File: src/rtl/tk_pkg.sv
package tk_pkg;
  localparam int BYTE_W = 8;
  localparam int SEL_W  = 3;

  typedef enum logic [SEL_W-1:0] {
    FLD_SEC  = 3'd0,
    FLD_MIN  = 3'd1,
    FLD_HR   = 3'd2,
    FLD_DATE = 3'd3,
    FLD_MON  = 3'd4,
    FLD_DOW  = 3'd5,
    FLD_YR   = 3'd6,
    FLD_NONE = 3'd7
  } fld_e;

  // Two-digit BCD increment without range limit.
  function automatic logic [BYTE_W-1:0] bcd_inc(input logic [BYTE_W-1:0] v);
    if (v[3:0] == 4'h9) return {v[7:4] + 4'h1, 4'h0};
    else                return {v[7:4], v[3:0] + 4'h1};
  endfunction

  // Year value (BCD) divisible by four.
  function automatic logic is_leap(input logic [BYTE_W-1:0] y);
    if (y[4]) return (y[3:0] == 4'h2) || (y[3:0] == 4'h6);
    else      return (y[3:0] == 4'h0) || (y[3:0] == 4'h4) || (y[3:0] == 4'h8);
  endfunction

  // Last day of a month in BCD.
  function automatic logic [BYTE_W-1:0] month_last(input logic [BYTE_W-1:0] m,
                                                   input logic [BYTE_W-1:0] y);
    case (m)
      8'h02:                      return is_leap(y) ? 8'h29 : 8'h28;
      8'h04, 8'h06, 8'h09, 8'h11: return 8'h30;
      default:                    return 8'h31;
    endcase
  endfunction

  // Hour byte after one hour, both layouts.
  function automatic logic [BYTE_W-1:0] hr_next(input logic [BYTE_W-1:0] h);
    logic [BYTE_W-1:0] t;
    if (h[7]) begin
      if (h[4:0] == 5'h12)      return {h[7:5], 5'h01};
      else if (h[4:0] == 5'h11) return {h[7:6], ~h[5], 5'h12};
      else begin
        t = bcd_inc({3'b000, h[4:0]});
        return {h[7:5], t[4:0]};
      end
    end else begin
      if (h[5:0] == 6'h23) return {h[7:6], 6'h00};
      else                 return bcd_inc(h);
    end
  endfunction

  // Hour byte that ends the day.
  function automatic logic hr_is_last(input logic [BYTE_W-1:0] h);
    if (h[7]) return h[5] && (h[4:0] == 5'h11);
    else      return h[5:0] == 6'h23;
  endfunction
endpackage

File: src/rtl/tk_prescaler.sv
module tk_prescaler #(
  parameter int DIV = 32768
) (
  input  logic clk,
  input  logic rst_n,
  input  logic tick_en,
  input  logic halt,
  input  logic clr,
  output logic sec_pulse
);
  localparam int CW = (DIV > 2) ? $clog2(DIV) : 1;
  localparam logic [CW-1:0] TOP = CW'(DIV - 1);

  logic [CW-1:0] cnt;
  logic          at_top;

  assign at_top    = (cnt == TOP);
  assign sec_pulse = !halt && tick_en && !clr && at_top;

  always_ff @(posedge clk) begin
    if (!rst_n)                 cnt <= '0;
    else if (clr)               cnt <= '0;
    else if (!halt && tick_en)  cnt <= at_top ? '0 : cnt + 1'b1;
  end

  // halted prescaler keeps its count
  a_r3_prescale_hold: assert property (@(posedge clk) disable iff (!rst_n)
    (halt && !clr) |=> $stable(cnt));
  // a seconds load restarts the count
  a_r4_clear_zero: assert property (@(posedge clk) disable iff (!rst_n)
    clr |=> (cnt == '0));
  // the count restarts after each second
  a_r2_pulse_restart: assert property (@(posedge clk) disable iff (!rst_n)
    sec_pulse |=> (cnt == '0));
endmodule

File: src/rtl/tk_time_chain.sv
module tk_time_chain
  import tk_pkg::*;
(
  input  logic              clk,
  input  logic              rst_n,
  input  logic              sec_pulse,
  input  logic              ld_en,
  input  logic [SEL_W-1:0]  ld_sel,
  input  logic [BYTE_W-1:0] ld_data,
  output logic [BYTE_W-1:0] sec,
  output logic [BYTE_W-1:0] mins,
  output logic [BYTE_W-1:0] hr,
  output logic              day_carry
);
  logic sec_wrap, min_wrap, hr_wrap;
  fld_e sel;

  assign sel       = fld_e'(ld_sel);
  assign sec_wrap  = (sec[6:0] == 7'h59);
  assign min_wrap  = (mins == 8'h59);
  assign hr_wrap   = hr_is_last(hr);
  assign day_carry = sec_pulse && sec_wrap && min_wrap && hr_wrap;

  always_ff @(posedge clk) begin
    if (!rst_n) begin
      sec  <= 8'h00;
      mins <= 8'h00;
      hr   <= 8'h00;
    end else begin
      if (sec_pulse) begin
        sec <= sec_wrap ? 8'h00 : bcd_inc(sec);
        if (sec_wrap) begin
          mins <= min_wrap ? 8'h00 : bcd_inc(mins);
          if (min_wrap) hr <= hr_next(hr);
        end
      end
      if (ld_en) begin
        case (sel)
          FLD_SEC: sec  <= ld_data;
          FLD_MIN: mins <= ld_data;
          FLD_HR:  hr   <= ld_data;
          default: ;
        endcase
      end
    end
  end

  // seconds wrap to zero
  a_r5_sec_wrap: assert property (@(posedge clk) disable iff (!rst_n)
    (sec_pulse && sec_wrap && !ld_en) |=> (sec == 8'h00));
  // 24-hour day ends at 00
  a_r6_day_24: assert property (@(posedge clk) disable iff (!rst_n)
    (day_carry && !hr[7] && !ld_en) |=> (hr == 8'h00));
  // PM flag flips on 11 -> 12
  a_r7_pm_flip: assert property (@(posedge clk) disable iff (!rst_n)
    (sec_pulse && sec_wrap && min_wrap && hr[7] && (hr[4:0] == 5'h11) && !ld_en)
      |=> (hr[5] != $past(hr[5])));
  // halted time bytes hold
  a_r3_time_frozen: assert property (@(posedge clk) disable iff (!rst_n)
    (sec[7] && !ld_en) |=> ($stable(sec) && $stable(mins) && $stable(hr)));
endmodule

File: src/rtl/tk_date_chain.sv
module tk_date_chain
  import tk_pkg::*;
(
  input  logic              clk,
  input  logic              rst_n,
  input  logic              day_carry,
  input  logic              ld_en,
  input  logic [SEL_W-1:0]  ld_sel,
  input  logic [BYTE_W-1:0] ld_data,
  output logic [BYTE_W-1:0] date,
  output logic [BYTE_W-1:0] mon,
  output logic [BYTE_W-1:0] dow,
  output logic [BYTE_W-1:0] yr
);
  logic date_wrap, mon_wrap, dow_wrap, yr_wrap;
  fld_e sel;

  assign sel       = fld_e'(ld_sel);
  assign date_wrap = (date == month_last(mon, yr));
  assign mon_wrap  = (mon == 8'h12);
  assign dow_wrap  = (dow == 8'h07);
  assign yr_wrap   = (yr == 8'h99);

  always_ff @(posedge clk) begin
    if (!rst_n) begin
      date <= 8'h01;
      mon  <= 8'h01;
      dow  <= 8'h01;
      yr   <= 8'h00;
    end else begin
      if (day_carry) begin
        dow  <= dow_wrap ? 8'h01 : bcd_inc(dow);
        date <= date_wrap ? 8'h01 : bcd_inc(date);
        if (date_wrap) begin
          mon <= mon_wrap ? 8'h01 : bcd_inc(mon);
          if (mon_wrap) yr <= yr_wrap ? 8'h00 : bcd_inc(yr);
        end
      end
      if (ld_en) begin
        case (sel)
          FLD_DATE: date <= ld_data;
          FLD_MON:  mon  <= ld_data;
          FLD_DOW:  dow  <= ld_data;
          FLD_YR:   yr   <= ld_data;
          default: ;
        endcase
      end
    end
  end

  // weekday wraps from 7 to 1
  a_r8_dow_wrap: assert property (@(posedge clk) disable iff (!rst_n)
    (day_carry && dow_wrap && !ld_en) |=> (dow == 8'h01));
  // leap February reaches 29
  a_r9_leap_feb: assert property (@(posedge clk) disable iff (!rst_n)
    (day_carry && (mon == 8'h02) && (date == 8'h28) && is_leap(yr) && !ld_en)
      |=> (date == 8'h29));
  // year wraps on new year after 99
  a_r10_year_wrap: assert property (@(posedge clk) disable iff (!rst_n)
    (day_carry && date_wrap && mon_wrap && yr_wrap && !ld_en) |=> (yr == 8'h00));
endmodule

File: src/rtl/bcd_rtc_core.sv
module bcd_rtc_core
  import tk_pkg::*;
#(
  parameter int DIV = 32768
) (
  input  logic       clk,
  input  logic       rst_n,
  input  logic       tick_en,
  input  logic       ld_en,
  input  logic [2:0] ld_sel,
  input  logic [7:0] ld_data,
  output logic [7:0] sec_o,
  output logic [7:0] min_o,
  output logic [7:0] hour_o,
  output logic [7:0] date_o,
  output logic [7:0] month_o,
  output logic [7:0] wday_o,
  output logic [7:0] year_o
);
  logic sec_pulse, day_carry, halt, ld_sec;

  assign halt   = sec_o[7];
  assign ld_sec = ld_en && (fld_e'(ld_sel) == FLD_SEC);

  tk_prescaler #(.DIV(DIV)) u_pre (
    .clk(clk), .rst_n(rst_n), .tick_en(tick_en), .halt(halt),
    .clr(ld_sec), .sec_pulse(sec_pulse)
  );

  tk_time_chain u_time (
    .clk(clk), .rst_n(rst_n), .sec_pulse(sec_pulse), .ld_en(ld_en),
    .ld_sel(ld_sel), .ld_data(ld_data), .sec(sec_o), .mins(min_o),
    .hr(hour_o), .day_carry(day_carry)
  );

  tk_date_chain u_date (
    .clk(clk), .rst_n(rst_n), .day_carry(day_carry), .ld_en(ld_en),
    .ld_sel(ld_sel), .ld_data(ld_data), .date(date_o), .mon(month_o),
    .dow(wday_o), .yr(year_o)
  );

  // a seconds load never coincides with an advance
  a_r4_no_pulse_on_load: assert property (@(posedge clk) disable iff (!rst_n)
    ld_sec |-> !sec_pulse);
  // weekday moves only with a day carry or a load
  a_r8_dow_only_on_day: assert property (@(posedge clk) disable iff (!rst_n)
    (!day_carry && !ld_en) |=> $stable(wday_o));
endmodule

File: config.mk
export PLATFORM = sky130hd
export DESIGN_NAME = bcd_rtc_core
export DESIGN_NICKNAME = d
export VERILOG_FILES = /design/src/rtl/tk_pkg.sv /design/src/rtl/tk_prescaler.sv /design/src/rtl/tk_time_chain.sv /design/src/rtl/tk_date_chain.sv /design/src/rtl/bcd_rtc_core.sv
export SDC_FILE = /design/constraint.sdc
export NUM_CORES = 1
export LEC_CHECK = 0
export ABC_AREA = 0
export BUFFER_PORTS_ARGS = -buffer_cell sky130_fd_sc_hd__buf_2
export CAP_MARGIN = 40
export CORE_MARGIN = 1
export CORE_UTILIZATION = 30
export DETAILED_ROUTE_END_ITERATION = 12
export PLACE_DENSITY = 0.56
export SYNTH_ARGS = -nofsm -noshare
export SYNTH_HDL_FRONTEND = slang
export SYNTH_HIERARCHICAL = 1
export SYNTH_SLANG_ARGS = --single-unit
File: constraint.sdc
create_clock -name clk -period 11.25 [get_ports clk]
set_clock_uncertainty 0.2 [all_clocks]
set_input_delay 1.6875 -clock clk [delete_from_list [all_inputs] [get_ports clk]]
set_output_delay 1.6875 -clock clk [all_outputs]
set_load 0.05 [all_outputs]
==> results.txt, run 1 <==
----------------------------------------------------
[Outcome]
  Outcome ... finished clean

[Synth]
  Simple-gate share of the synthesized area ... 28.5%
  EDFF count, synth ... 0
  Multiplexer share of the synthesized area ... 2.38%
  Proportion of synthesized chip area in sequential cells ... 30.0%
  Flop and latch count out of synthesis ... 71
  Top cells by area, synth ... sky130_fd_sc_hd__dfxtp_1 30%, sky130_fd_sc_hd__o21ai_0 5.6%, sky130_fd_sc_hd__ha_1 5.5%, sky130_fd_sc_hd__nor2_1 3.9%, sky130_fd_sc_hd__xnor2_1 3.3%
  Area leader, netlist ... sky130_fd_sc_hd__dfxtp_1
  Post-Synthesis Cells ... 580
  Compound-cell area share of the yosys netlist ... 23.9%
  Number of different library cells in the post-synthesis netlist ... 80
  Area share of fa/ha/maj cells after synthesis ... 5.55%
  Combinational family with the most area after synthesis ... simple AND/OR/NAND/NOR gates
  Dominant cell by count in the synthesized netlist ... sky130_fd_sc_hd__dfxtp_1
  Post-synthesis xor/xnor area fraction ... 4.81%
  Portion of synthesized cell area occupied by the leading cell type ... 30.0%
  Share of flip-flops with an asynchronous set or reset after synthesis ... 0%
  Top cells by count, synth ... 71 x sky130_fd_sc_hd__dfxtp_1, 53 x sky130_fd_sc_hd__o21ai_0, 49 x sky130_fd_sc_hd__nor2_1
  Netlist area before placement ... 4730 um2
  Syn_nets ... 616
  Top_reg_cell synth ... sky130_fd_sc_hd__dfxtp_1
  Synth Warn # ... 6
  Mean cell area of the mapped netlist ... 8.16 um2

[Critical path]
  Sort of element at the end of the critical path ... flip-flop
  Critical R2R Capture ... u_date/date[7]$_SDFF_PN0_
  Startpoint-to-endpoint class of the critical path ... in -> reg
  Depth of the most critical reg-to-reg path ... 13
  Startpoint type of the worst setup path ... primary input
  Critical Path Fanout Max ... 21
  Crit-path max cell delay ... 0.66 ns
  Required time worst endpoint ... 11.29 ns
  Worst reg-to-reg setup slack ... 6.55 ns
  Slowest cell on the critical path ... sky130_fd_sc_hd__nor3_1
  Cell repeated most along the worst path ... sky130_fd_sc_hd__nor3_1
  Start point of the critical path ... tick_en
  Worst endpoint data arrival time ... 5.54 ns
  Launch instance of the worst register-to-register path ... u_pre/cnt[0]$_SDFFE_PP0N_
  Capturing element of the worst setup path ... u_date/date[7]$_SDFF_PN0_
  Critical path, cell by cell ... buf_2, nand3b_1, or3_1, nor3_1, and3b_4, nand4_2, a211oi_2, buf_4, clkinv_1, nor3_1, nand4_1, xor2_1, a211oi_1

[STA]
  Final worst path period need ... 5.50 ns
  Maximum clock frequency ... 0.182 GHz
  Number of max-slew violations in the final report ... 0
  Slew @ Worst Pin ... 0.899 ns
  Tcrit/Tclk final ... 48.9%
  Final setup TNS ... 0 ns
  Endpoints failing setup ... 0
  Worst hold slack ... 0.301 ns
  Final number of hold-violating endpoints ... 0
  Worst slew margin relative to its limit ... 40.0%
  RSZ-0062 raised after global routing ... no

[Global routing]
  Wire length of the first global-routing pass ... 22.5 mm
  Via count of the first global-routing pass ... 4299
  Grt ovf ... 0
  Maximum number of pins on one net before global-route repair ... 46
  Total routing resource utilization after global routing ... 17.2%
  Number of antenna violations at the first check in global routing ... 1

[Floorplan]
  Floorplan die height ... 128 um
  Number of placement rows ... 45
  Starting utilization of the core area ... 30.9%
  Die boundary width ... 128 um
  Core region area ... 15300 um2
  Top-Level Pins ... 71
  Die Footprint ... 16300 um2

[Clock tree]
  Clock net sink count ... 71
  Number of clock buffers inserted by TritonCTS ... 9
  Post-CTS Setup Bufs ... 0
  Max Root-Sink Buffers ... 2
  Worst skew pair latency ... 0.33 ns
  Clock slew seen by the registers of the worst setup and hold paths ... 0.06 ns
  H-Tree Depth ... 3
  Root Buffer Master ... sky130_fd_sc_hd__clkbuf_16
  CTS tree ... done
  Number of gates resized after cts ... 0
  Number of buffers added to fix hold violations after cts ... 0

[Place]
  Gpl congestion ... 0.868
  Half-perimeter wire length of the detailed placement result ... 9.80 mm
  Port-buffer cells ... 70

[Run]
  Max-cap viol count ... 0

[Min path]
  Hold WC Path Type ... reg -> reg
  Hold Path Cell Cnt ... 2

[Routing]
  First-pass iteration count of the detailed router ... 5
  Number of remaining DRC errors ... 0
  Routed wirelength normalized by instance count ... 16.2 um
  Vias ... 4665
  Total detailed-routing wirelength ... 13.9 mm
  Final ANT Viol Nets ... 0
  Average vias per placed instance ... 5.47
  1st-iter DRT viols ... 343

[Finish]
  Fraction of layout cells with a size suffix above 1 ... 17.4%
  Fillcell total ... 1657
  Synth-to-layout area growth ... 16.7%
  Core utilization of the finished layout ... 36.1%
  Total inserted antenna cells ... 0
  Net count, final ... 673

[Power]
  Overall Power ... 628 uW
  Power per cell area ... 114 nW/um2
  Peak VDD IR ... 0.0667 mV
  Static power due to leakage ... 0.00201 uW

----------------------------------------------------
[cell families (layout without fill, tap and decap cells)]
family | Yosys count | after routing
flops | 71 | 71
buf+inv | 52 | 114
fa+ha+maj | 21 | 21
xor+xnor | 26 | 26
compound gates | 167 | 167
simple gates | 232 | 232
mux | 11 | 11
[per-layer routing]
layer | GRT usage (%) | vias up | share of wire, %
met4 | 5.12 | 0 | 1.8
met5 | 0 | - | 0
li1 | - | 2295 | -
met1 | 23.0 | 2214 | 47
met2 | 28.1 | 136 | 46
met3 | 3.43 | 20 | 5.2
[critical path: cells and delay by family]
kind | cells | cell delay, ns
simple gates | 7 | 2.51
buf+inv | 3 | 0.67
compound gates | 2 | 0.49
xor+xnor | 1 | 0.17
[cells in the final DEF (no fill, tap or decap), drive strengths merged, types with 15 or more instances in the layout]
| cell type | n |
|---|---|
| buf | 72 |
| dfxtp | 71 |
| o21ai | 54 |
| nor2 | 49 |
| nand2 | 40 |
| a21oi | 30 |
| nand3 | 29 |
| inv | 26 |
| a31oi | 23 |
| ha | 21 |
| xnor2 | 18 |
| nor3 | 15 |
[state kept, by name, summed over array words and instances, names as in the netlist]
name         flops
u_date/date      8
u_date/dow       8
u_date/mon       8
u_date/yr        8
u_pre/cnt       15
u_time/hr        8
u_time/mins      8
u_time/sec       8
[through the flow]
| step | cells | area [um2] | worst slack, ns |
|---|---|---|---|
| 2_1_floorplan | 580 | 4730 | 6.17 |
| 3_3_place_gp | 836 | 5230 | 5.59 |
| 3_5_place_dp | 837 | 5230 | 5.43 |
| 4_1_cts | 853 | 5520 | 5.79 |
| 5_1_grt | 853 | 5520 | 5.34 |
| 6_report | 853 | 5520 | 5.75 |
[where the power goes]
| group | switching [uW] | internal, uW |
|---|---|---|
| Clock | 117 | 163 |
| Combinational | 55.5 | 22.2 |
| Sequential | 11.7 | 259 |
[worst min-delay path by stage]
stage / to / startpoint
after floorplan: u_pre/cnt[14]$_SDFFE_PP0N_ / u_pre/cnt[14]$_SDFFE_PP0N_
after global placement: u_pre/cnt[14]$_SDFFE_PP0N_ / u_pre/cnt[14]$_SDFFE_PP0N_
after detailed placement: u_pre/cnt[14]$_SDFFE_PP0N_ / u_pre/cnt[14]$_SDFFE_PP0N_
after CTS: u_pre/cnt[14]$_SDFFE_PP0N_ / u_pre/cnt[14]$_SDFFE_PP0N_
after global routing: u_pre/cnt[14]$_SDFFE_PP0N_ / u_pre/cnt[14]$_SDFFE_PP0N_
final: u_pre/cnt[14]$_SDFFE_PP0N_ / u_pre/cnt[14]$_SDFFE_PP0N_
[cell type report]
cell class | instances | area (um2) | share of cell area [%]
sequential | 71 | 1420 | 25.7
timing repair buffer | 72 | 362 | 6.55
multi-input combinational | 457 | 3090 | 55.9
clock buffer | 11 | 253 | 4.58
clock inverter | 5 | 40.0 | 0.725
tap | 211 | 264 | 4.78
inverter | 26 | 97.6 | 1.77
Power figures use the tool's default switching activity.
==> inputs of run 2 (changes only) <==
- clock period: 11.25 -> 5.5 ns (I/O delays scaled with it)
==> run 2 against run 1 <==
  * Critical path depth grew 1
  * Die area did not move
  * Hold slack gained 0.013 ns
  * Utilization grew 0.25 points
  * Sequential share of layout area fell by 0.18 points
==> results.txt, run 2 (synthesized netlist as in run 1, its figures left out) <==
----------------------------------------------------
[Global routing]
  Number of antenna violations at the first check in global routing ... 0 (-1)
  Total routing resource utilization after global routing ... 17.0% (-0.26 points)
  Maximum number of pins on one net before global-route repair ... 46 (unchanged)
  Grt ovf ... 0 (unchanged)
  Global routing usage on met3 ... 2.51% (-0.92 points)
  Met1 demand-to-capacity share in global routing ... 22.9% (-0.065 points)
  Wire length of the first global-routing pass ... 22.1 mm (-1.7%)
  Global routing met2 resource utilization ... 27.5% (-0.51 points)
  Via count of the first global-routing pass ... 4280 (-0.44%)
  Busiest grt layer ... met2

[Routing]
  1st-iter DRT viols ... 298 (-13%)
  Vias ... 4638 (-0.58%)
  Final ANT Viol Nets ... 0 (unchanged)
  Routed wirelength normalized by instance count ... 16.0 um (-1.3%)
  First-pass iteration count of the detailed router ... 5 (unchanged)
  Total detailed-routing wirelength ... 13.7 mm (-1.2%)
  Number of remaining DRC errors ... 0 (unchanged)
  Average vias per placed instance ... 5.43 (-0.70%)

[Power]
  Peak VDD IR ... 0.117 mV (+75%)
  Clock power frac ... 47.2% (+2.6 points)
  Combinational Power Share ... 11.8% (-0.6 points)
  Power per cell area ... 242 nW/um2 (+110%)
  Proportion of total power due to net switching ... 27.0% (-2.3 points)
  Total internal power ... 984 uW (+120%)
  Net switching power figure ... 364 uW (+98%)
  Part of the total power dissipated in sequential elements ... 41.0% (-2.1 points)
  Static power due to leakage ... 0.00204 uW (+1.3%)

[Run]
  Max-cap viol count ... 0 (unchanged)

[STA]
  RSZ-0062 raised after global routing ... no
  Tcrit/Tclk final ... 78.1%
  Final setup TNS ... 0 ns (unchanged)
  Final worst path period need ... 4.30 ns
  Final number of hold-violating endpoints ... 0 (unchanged)
  Maximum clock frequency ... 0.233 GHz
  Worst slew margin relative to its limit ... 40.0% (about the same)
  Number of max-slew violations in the final report ... 0 (unchanged)
  Slew @ Worst Pin ... 0.899 ns (+0.0000474 ns)
  Endpoints failing setup ... 0 (unchanged)

[Clock tree]
  Clock net sink count ... 71 (unchanged)
  Max Root-Sink Buffers ... 2 (unchanged)
  Post-CTS Setup Bufs ... 0 (unchanged)
  Worst skew pair latency ... 0.33 ns (about the same)
  Root Buffer Master ... sky130_fd_sc_hd__clkbuf_16
  CTS tree ... done
  Number of buffers added to fix hold violations after cts ... 0 (unchanged)
  Clock slew seen by the registers of the worst setup and hold paths ... 0.06 ns (about the same)
  Number of gates resized after cts ... 0 (unchanged)
  Number of clock buffers inserted by TritonCTS ... 9 (unchanged)
  H-Tree Depth ... 3 (unchanged)

[Finish]
  Area occupied by multi-input gates ... 3090 um2 (unchanged)
  Net count, final ... 674 (+0.15%)
  Area taken by flip-flops and latches ... 1420 um2 (unchanged)
  Core utilization of the finished layout ... 36.3% (+0.25 points)
  Max FFs per register ... 15 (unchanged)
  Total inserted antenna cells ... 0 (unchanged)
  Most common cell after layout, fill and taps aside ... sky130_fd_sc_hd__dfxtp_1
  Largest reg by FF count ... u_pre/cnt
  Fillcell total ... 1648 (-0.54%)
  Fraction of layout cells with a size suffix above 1 ... 17.4% (-0.027 points)
  Synth-to-layout area growth ... 17.5%
  Leading cell types in the layout, fill and taps excluded ... 71 x sky130_fd_sc_hd__dfxtp_1, 70 x sky130_fd_sc_hd__buf_2, 53 x sky130_fd_sc_hd__o21ai_0

[Floorplan]
  Die boundary width ... 128 um (unchanged)
  Number of placement rows ... 45 (unchanged)
  Top-Level Pins ... 71 (unchanged)
  Core region area ... 15300 um2 (unchanged)
  Die Footprint ... 16300 um2 (unchanged)
  Starting utilization of the core area ... 30.9% (unchanged)
  Floorplan die height ... 128 um (unchanged)

[Critical path]
  Sort of element at the end of the critical path ... flip-flop
  Crit-path max cell delay ... 0.52 ns (-0.14 ns)
  Startpoint type of the worst setup path ... flip-flop
  Worst endpoint data arrival time ... 4.34 ns (-1.20 ns)
  Required time worst endpoint ... 5.54 ns (-5.75 ns)
  Critical path, cell by cell ... ha_1, nand3b_1, or3_1, nor3_1, buf_4, and3b_4, nand4_2, a211oi_2, buf_4, clkinv_1, nor3_1, nand4_1, xor2_1, a211oi_1
  Critical Path Fanout Max ... 21 (unchanged)
  Startpoint-to-endpoint class of the critical path ... reg -> reg
  Slowest cell on the critical path ... sky130_fd_sc_hd__nor3_1

[Place]
  Port-buffer cells ... 70 (unchanged)
  Gpl congestion ... 0.878 (+1.2%)
  Half-perimeter wire length of the detailed placement result ... 9.83 mm (+0.32%)

[Min path]
  Hold WC Path Type ... reg -> reg

[Outcome]
  Outcome ... finished clean

----------------------------------------------------
[run 2: final cells by class]
class                      count  share of cell area (%)
clock inverter                 5                    1.46
tap                          211                    4.75
inverter                      26                    1.75
clock buffer                  11                    4.36
multi-input combinational    457                    55.5
sequential                    71                    25.6
timing repair buffer          73                    6.64
[run 2: final timing paths]
kind,startpoint,slack [ns],to,depth (start not counted)
setup / recovery,u_pre/cnt[1]$_SDFFE_PP0N_,1.20,u_date/date[7]$_SDFF_PN0_,14
hold / removal,u_pre/cnt[14]$_SDFFE_PP0N_,0.31,u_pre/cnt[14]$_SDFFE_PP0N_,2
setup reg to reg,u_pre/cnt[1]$_SDFFE_PP0N_,1.20,u_date/date[7]$_SDFF_PN0_,14
hold reg to reg,u_pre/cnt[14]$_SDFFE_PP0N_,0.31,u_pre/cnt[14]$_SDFFE_PP0N_,2
[run 2: power groups by stage]
stage | logic [uW] | registers, uW | clock network [uW]
floorplan | 69.9 | 602 | 0
global placement | 156 | 563 | 0
detailed placement | 159 | 564 | 0
CTS | 159 | 553 | 649
global route | 172 | 556 | 673
finish | 159 | 553 | 637
[run 2: stage by stage]
step / instances / worst slack, ns / hold WS, ns / area, um2 / power, uW
6_report: 854 / 1.20 / 0.313 / 5560 / 1350
5_1_grt: 854 / 0.844 / 0.340 / 5560 / 1400
4_1_cts: 854 / 1.20 / 0.308 / 5560 / 1360
3_5_place_dp: 838 / 0.881 / 0.300 / 5240 / 723
3_3_place_gp: 837 / 1.07 / 0.269 / 5240 / 719
2_1_floorplan: 580 / 1.28 / 0.257 / 4730 / 672
[run 2: routing by layer]
layer	share of wire [%]	up-vias
li1	-	2297
met1	48	2205
met2	46	123
met3	4.7	13
met4	1.8	0
met5	0	-
[run 2: worst max-delay path, delay by kind of cell (launching register included)]
family | cells | cell delay, ns
adder cells (fa/ha/maj) | 1 | 0.24
buffers and inverters | 3 | 0.75
XOR/XNOR | 1 | 0.16
flip-flops | 1 | 0.38
AO/OA/AOI/OAI | 2 | 0.49
AND/OR/NAND/NOR | 7 | 2.00
==> inputs of run 3 (changes only) <==
- clock period: 5.5 -> 4.2 ns (I/O delays scaled with it)
==> run 3 against run 2 <==
  * Power rose by 26%
  * Final cell count did not move
  * Critical path type unchanged
  * Sequential share of layout area rose by 0.075 points
  * Global-route usage rose by 0.20 points
  * Largest cell class unchanged
  * Largest power group unchanged
  * Non-clock buffer count rose by 1
  * Sequential power rose by 31%
  * Final area fell by 0.29%
==> results.txt, run 3 (synthesized netlist as in run 1, its figures left out) <==
----------------------------------------------------
[Critical path]
  Critical R2R Capture ... u_date/date[6]$_SDFF_PN0_
  Crit-path max cell delay ... 0.50 ns (-0.02 ns)
  Critical Path Fanout Max ... 9 (-57%)
  Capturing element of the worst setup path ... u_date/date[6]$_SDFF_PN0_
  Cell repeated most along the worst path ... sky130_fd_sc_hd__nor3_1
  Startpoint-to-endpoint class of the critical path ... reg -> reg
  Slowest cell on the critical path ... sky130_fd_sc_hd__nor3_1
  Critical path, cell by cell ... ha_1, nand3b_1, or3_1, nor3_1, and3b_4, nand4_2, a211oi_2, clkinv_1, nor3_1, nand2_1, xnor2_1, nand3_1, a21oi_1
  Required time worst endpoint ... 4.25 ns (-1.29 ns)
  Worst endpoint data arrival time ... 3.87 ns (-0.47 ns)
  Sort of element at the end of the critical path ... flip-flop
  Worst reg-to-reg setup slack ... 0.38 ns (-0.82 ns)
  Depth of the most critical reg-to-reg path ... 13 (-1)
  Start point of the critical path ... u_pre/cnt[1]$_SDFFE_PP0N_
  Launch instance of the worst register-to-register path ... u_pre/cnt[1]$_SDFFE_PP0N_
  Startpoint type of the worst setup path ... flip-flop

[STA]
  Endpoints failing setup ... 0 (unchanged)
  RSZ-0062 raised after global routing ... no
  Tcrit/Tclk final ... 90.9% (+13 points)
  Worst hold slack ... 0.289 ns (-0.0244 ns)
  Final setup TNS ... 0 ns (unchanged)
  Maximum clock frequency ... 0.262 GHz (+13%)
  Number of max-slew violations in the final report ... 0 (unchanged)
  Slew @ Worst Pin ... 0.855 ns (-0.0440 ns)
  Worst slew margin relative to its limit ... 42.9% (+2.9 points)
  Final number of hold-violating endpoints ... 0 (unchanged)
  Final worst path period need ... 3.82 ns (-0.478 ns)

[Power]
  Overall Power ... 1700 uW (+26%)
  Peak VDD IR ... 0.172 mV (+47%)
  Static power due to leakage ... 0.00203 uW (-0.13%)
  Power per cell area ... 307 nW/um2 (+27%)

[Finish]
  Fillcell total ... 1623 (-1.5%)
  Synth-to-layout area growth ... 17.2%
  Max FFs per register ... 15 (unchanged)
  Fraction of layout cells with a size suffix above 1 ... 17.6% (+0.16 points)
  Leading cell types in the layout, fill and taps excluded ... 71 x sky130_fd_sc_hd__buf_2, 71 x sky130_fd_sc_hd__dfxtp_1, 53 x sky130_fd_sc_hd__o21ai_0
  Net count, final ... 675 (+0.15%)
  Largest reg by FF count ... u_pre/cnt
  Area occupied by multi-input gates ... 3090 um2 (unchanged)
  Total inserted antenna cells ... 0 (unchanged)
  Area taken by flip-flops and latches ... 1420 um2 (unchanged)
  Core utilization of the finished layout ... 36.2% (-0.11 points)

[Clock tree]
  H-Tree Depth ... 3 (unchanged)
  Number of gates resized after cts ... 0 (unchanged)
  Max Root-Sink Buffers ... 2 (unchanged)
  Clock net sink count ... 71 (unchanged)
  Number of clock buffers inserted by TritonCTS ... 9 (unchanged)
  Root Buffer Master ... sky130_fd_sc_hd__clkbuf_16
  Number of buffers added to fix hold violations after cts ... 0 (unchanged)
  CTS tree ... done
  Worst skew pair latency ... 0.33 ns (about the same)
  Post-CTS Setup Bufs ... 0 (unchanged)
  Clock slew seen by the registers of the worst setup and hold paths ... 0.06 ns (about the same)

[Place]
  Gpl congestion ... 0.885 (+0.75%)
  Port-buffer cells ... 70 (unchanged)
  Half-perimeter wire length of the detailed placement result ... 9.77 mm (-0.65%)

[Routing]
  Final ANT Viol Nets ... 0 (unchanged)
  Number of remaining DRC errors ... 0 (unchanged)
  Routed wirelength normalized by instance count ... 16.1 um (+0.41%)
  1st-iter DRT viols ... 342 (+15%)
  Average vias per placed instance ... 5.51 (+1.4%)
  Vias ... 4702 (+1.4%)
  First-pass iteration count of the detailed router ... 5 (unchanged)
  Total detailed-routing wirelength ... 13.7 mm (+0.41%)

[Floorplan]
  Number of placement rows ... 45 (unchanged)
  Top-Level Pins ... 71 (unchanged)
  Die Footprint ... 16300 um2 (unchanged)
  Die boundary width ... 128 um (unchanged)
  Starting utilization of the core area ... 30.9% (unchanged)
  Core region area ... 15300 um2 (unchanged)
  Floorplan die height ... 128 um (unchanged)

[Global routing]
  Grt ovf ... 0 (unchanged)
  Maximum number of pins on one net before global-route repair ... 46 (unchanged)
  Total routing resource utilization after global routing ... 17.2% (+0.20 points)
  Wire length of the first global-routing pass ... 22.5 mm (+2.0%)
  Number of antenna violations at the first check in global routing ... 0 (unchanged)
  Via count of the first global-routing pass ... 4410 (+3.0%)

[Outcome]
  Outcome ... finished clean

[Min path]
  Hold WC Path Type ... reg -> reg

[Run]
  Max-cap viol count ... 0 (unchanged)

----------------------------------------------------
run 3: changes by cell type in the layout (fill, tap and decap cells not counted):
cell / delta
sky130_fd_sc_hd__buf_1: -1
sky130_fd_sc_hd__buf_2: +1
sky130_fd_sc_hd__buf_4: +1
sky130_fd_sc_hd__bufinv_16: -1
sky130_fd_sc_hd__clkbuf_8: +1
sky130_fd_sc_hd__clkinv_4: -1
run 3: final cells by class:
cell class | instances | share of cell area [%]
clock inverters | 3 | 0.767
clock buffers | 12 | 4.62
flip-flops and latches | 71 | 25.6
repair buffers | 74 | 6.81
inverters | 26 | 1.76
well taps | 211 | 4.76
multi-input cells | 457 | 55.7
run 3: worst min-delay path by stage:
stage	start	end	slack [ns]	cells after the start
3_3_place_gp	u_pre/cnt[14]$_SDFFE_PP0N_	u_pre/cnt[14]$_SDFFE_PP0N_	0.27	2
3_5_place_dp	u_pre/cnt[14]$_SDFFE_PP0N_	u_pre/cnt[14]$_SDFFE_PP0N_	0.29	2
5_1_grt	u_date/yr[7]$_SDFF_PN0_	u_date/yr[7]$_SDFF_PN0_	0.35	2
4_1_cts	u_pre/cnt[14]$_SDFFE_PP0N_	u_pre/cnt[14]$_SDFFE_PP0N_	0.30	2
6_report	u_pre/cnt[14]$_SDFFE_PP0N_	u_pre/cnt[14]$_SDFFE_PP0N_	0.29	2
2_1_floorplan	u_pre/cnt[14]$_SDFFE_PP0N_	u_pre/cnt[14]$_SDFFE_PP0N_	0.26	2
run 3: power breakdown:
| part | switching (uW) | internal (uW) |
|---|---|---|
| Sequential | 31.3 | 693 |
| Combinational | 149 | 59.3 |
| Clock | 281 | 488 |
| Total | 461 | 1240 |
run 3: per-stage QoR:
stage	setup slack [ns]	area [um2]	cells
after floorplan	0.137	4730	580
after global placement	0.406	5240	838
after detailed placement	0.305	5250	839
after CTS	0.374	5550	854
after global routing	0.0914	5550	854
final	0.381	5550	854
run 3: worst max-delay path, delay by kind of cell (launching register included):
kind / cells / cell delay (ns)
AOI/OAI and AO/OA: 2 / 0.42
adders and majority gates: 1 / 0.23
xor gates and xnor gates: 1 / 0.17
and+or+nand+nor: 8 / 2.07
buffers and inverters: 1 / 0.27
DFF: 1 / 0.37
run 3: metal layers:
layer  track usage [%]  vias to the layer above  wire length, um
met1              23.2                     2236             6490
met5                 0                        -                0
met3              2.72                       15              753
li1                  -                     2298                -
met2              27.5                      153             6290
met4              6.30                        0              212
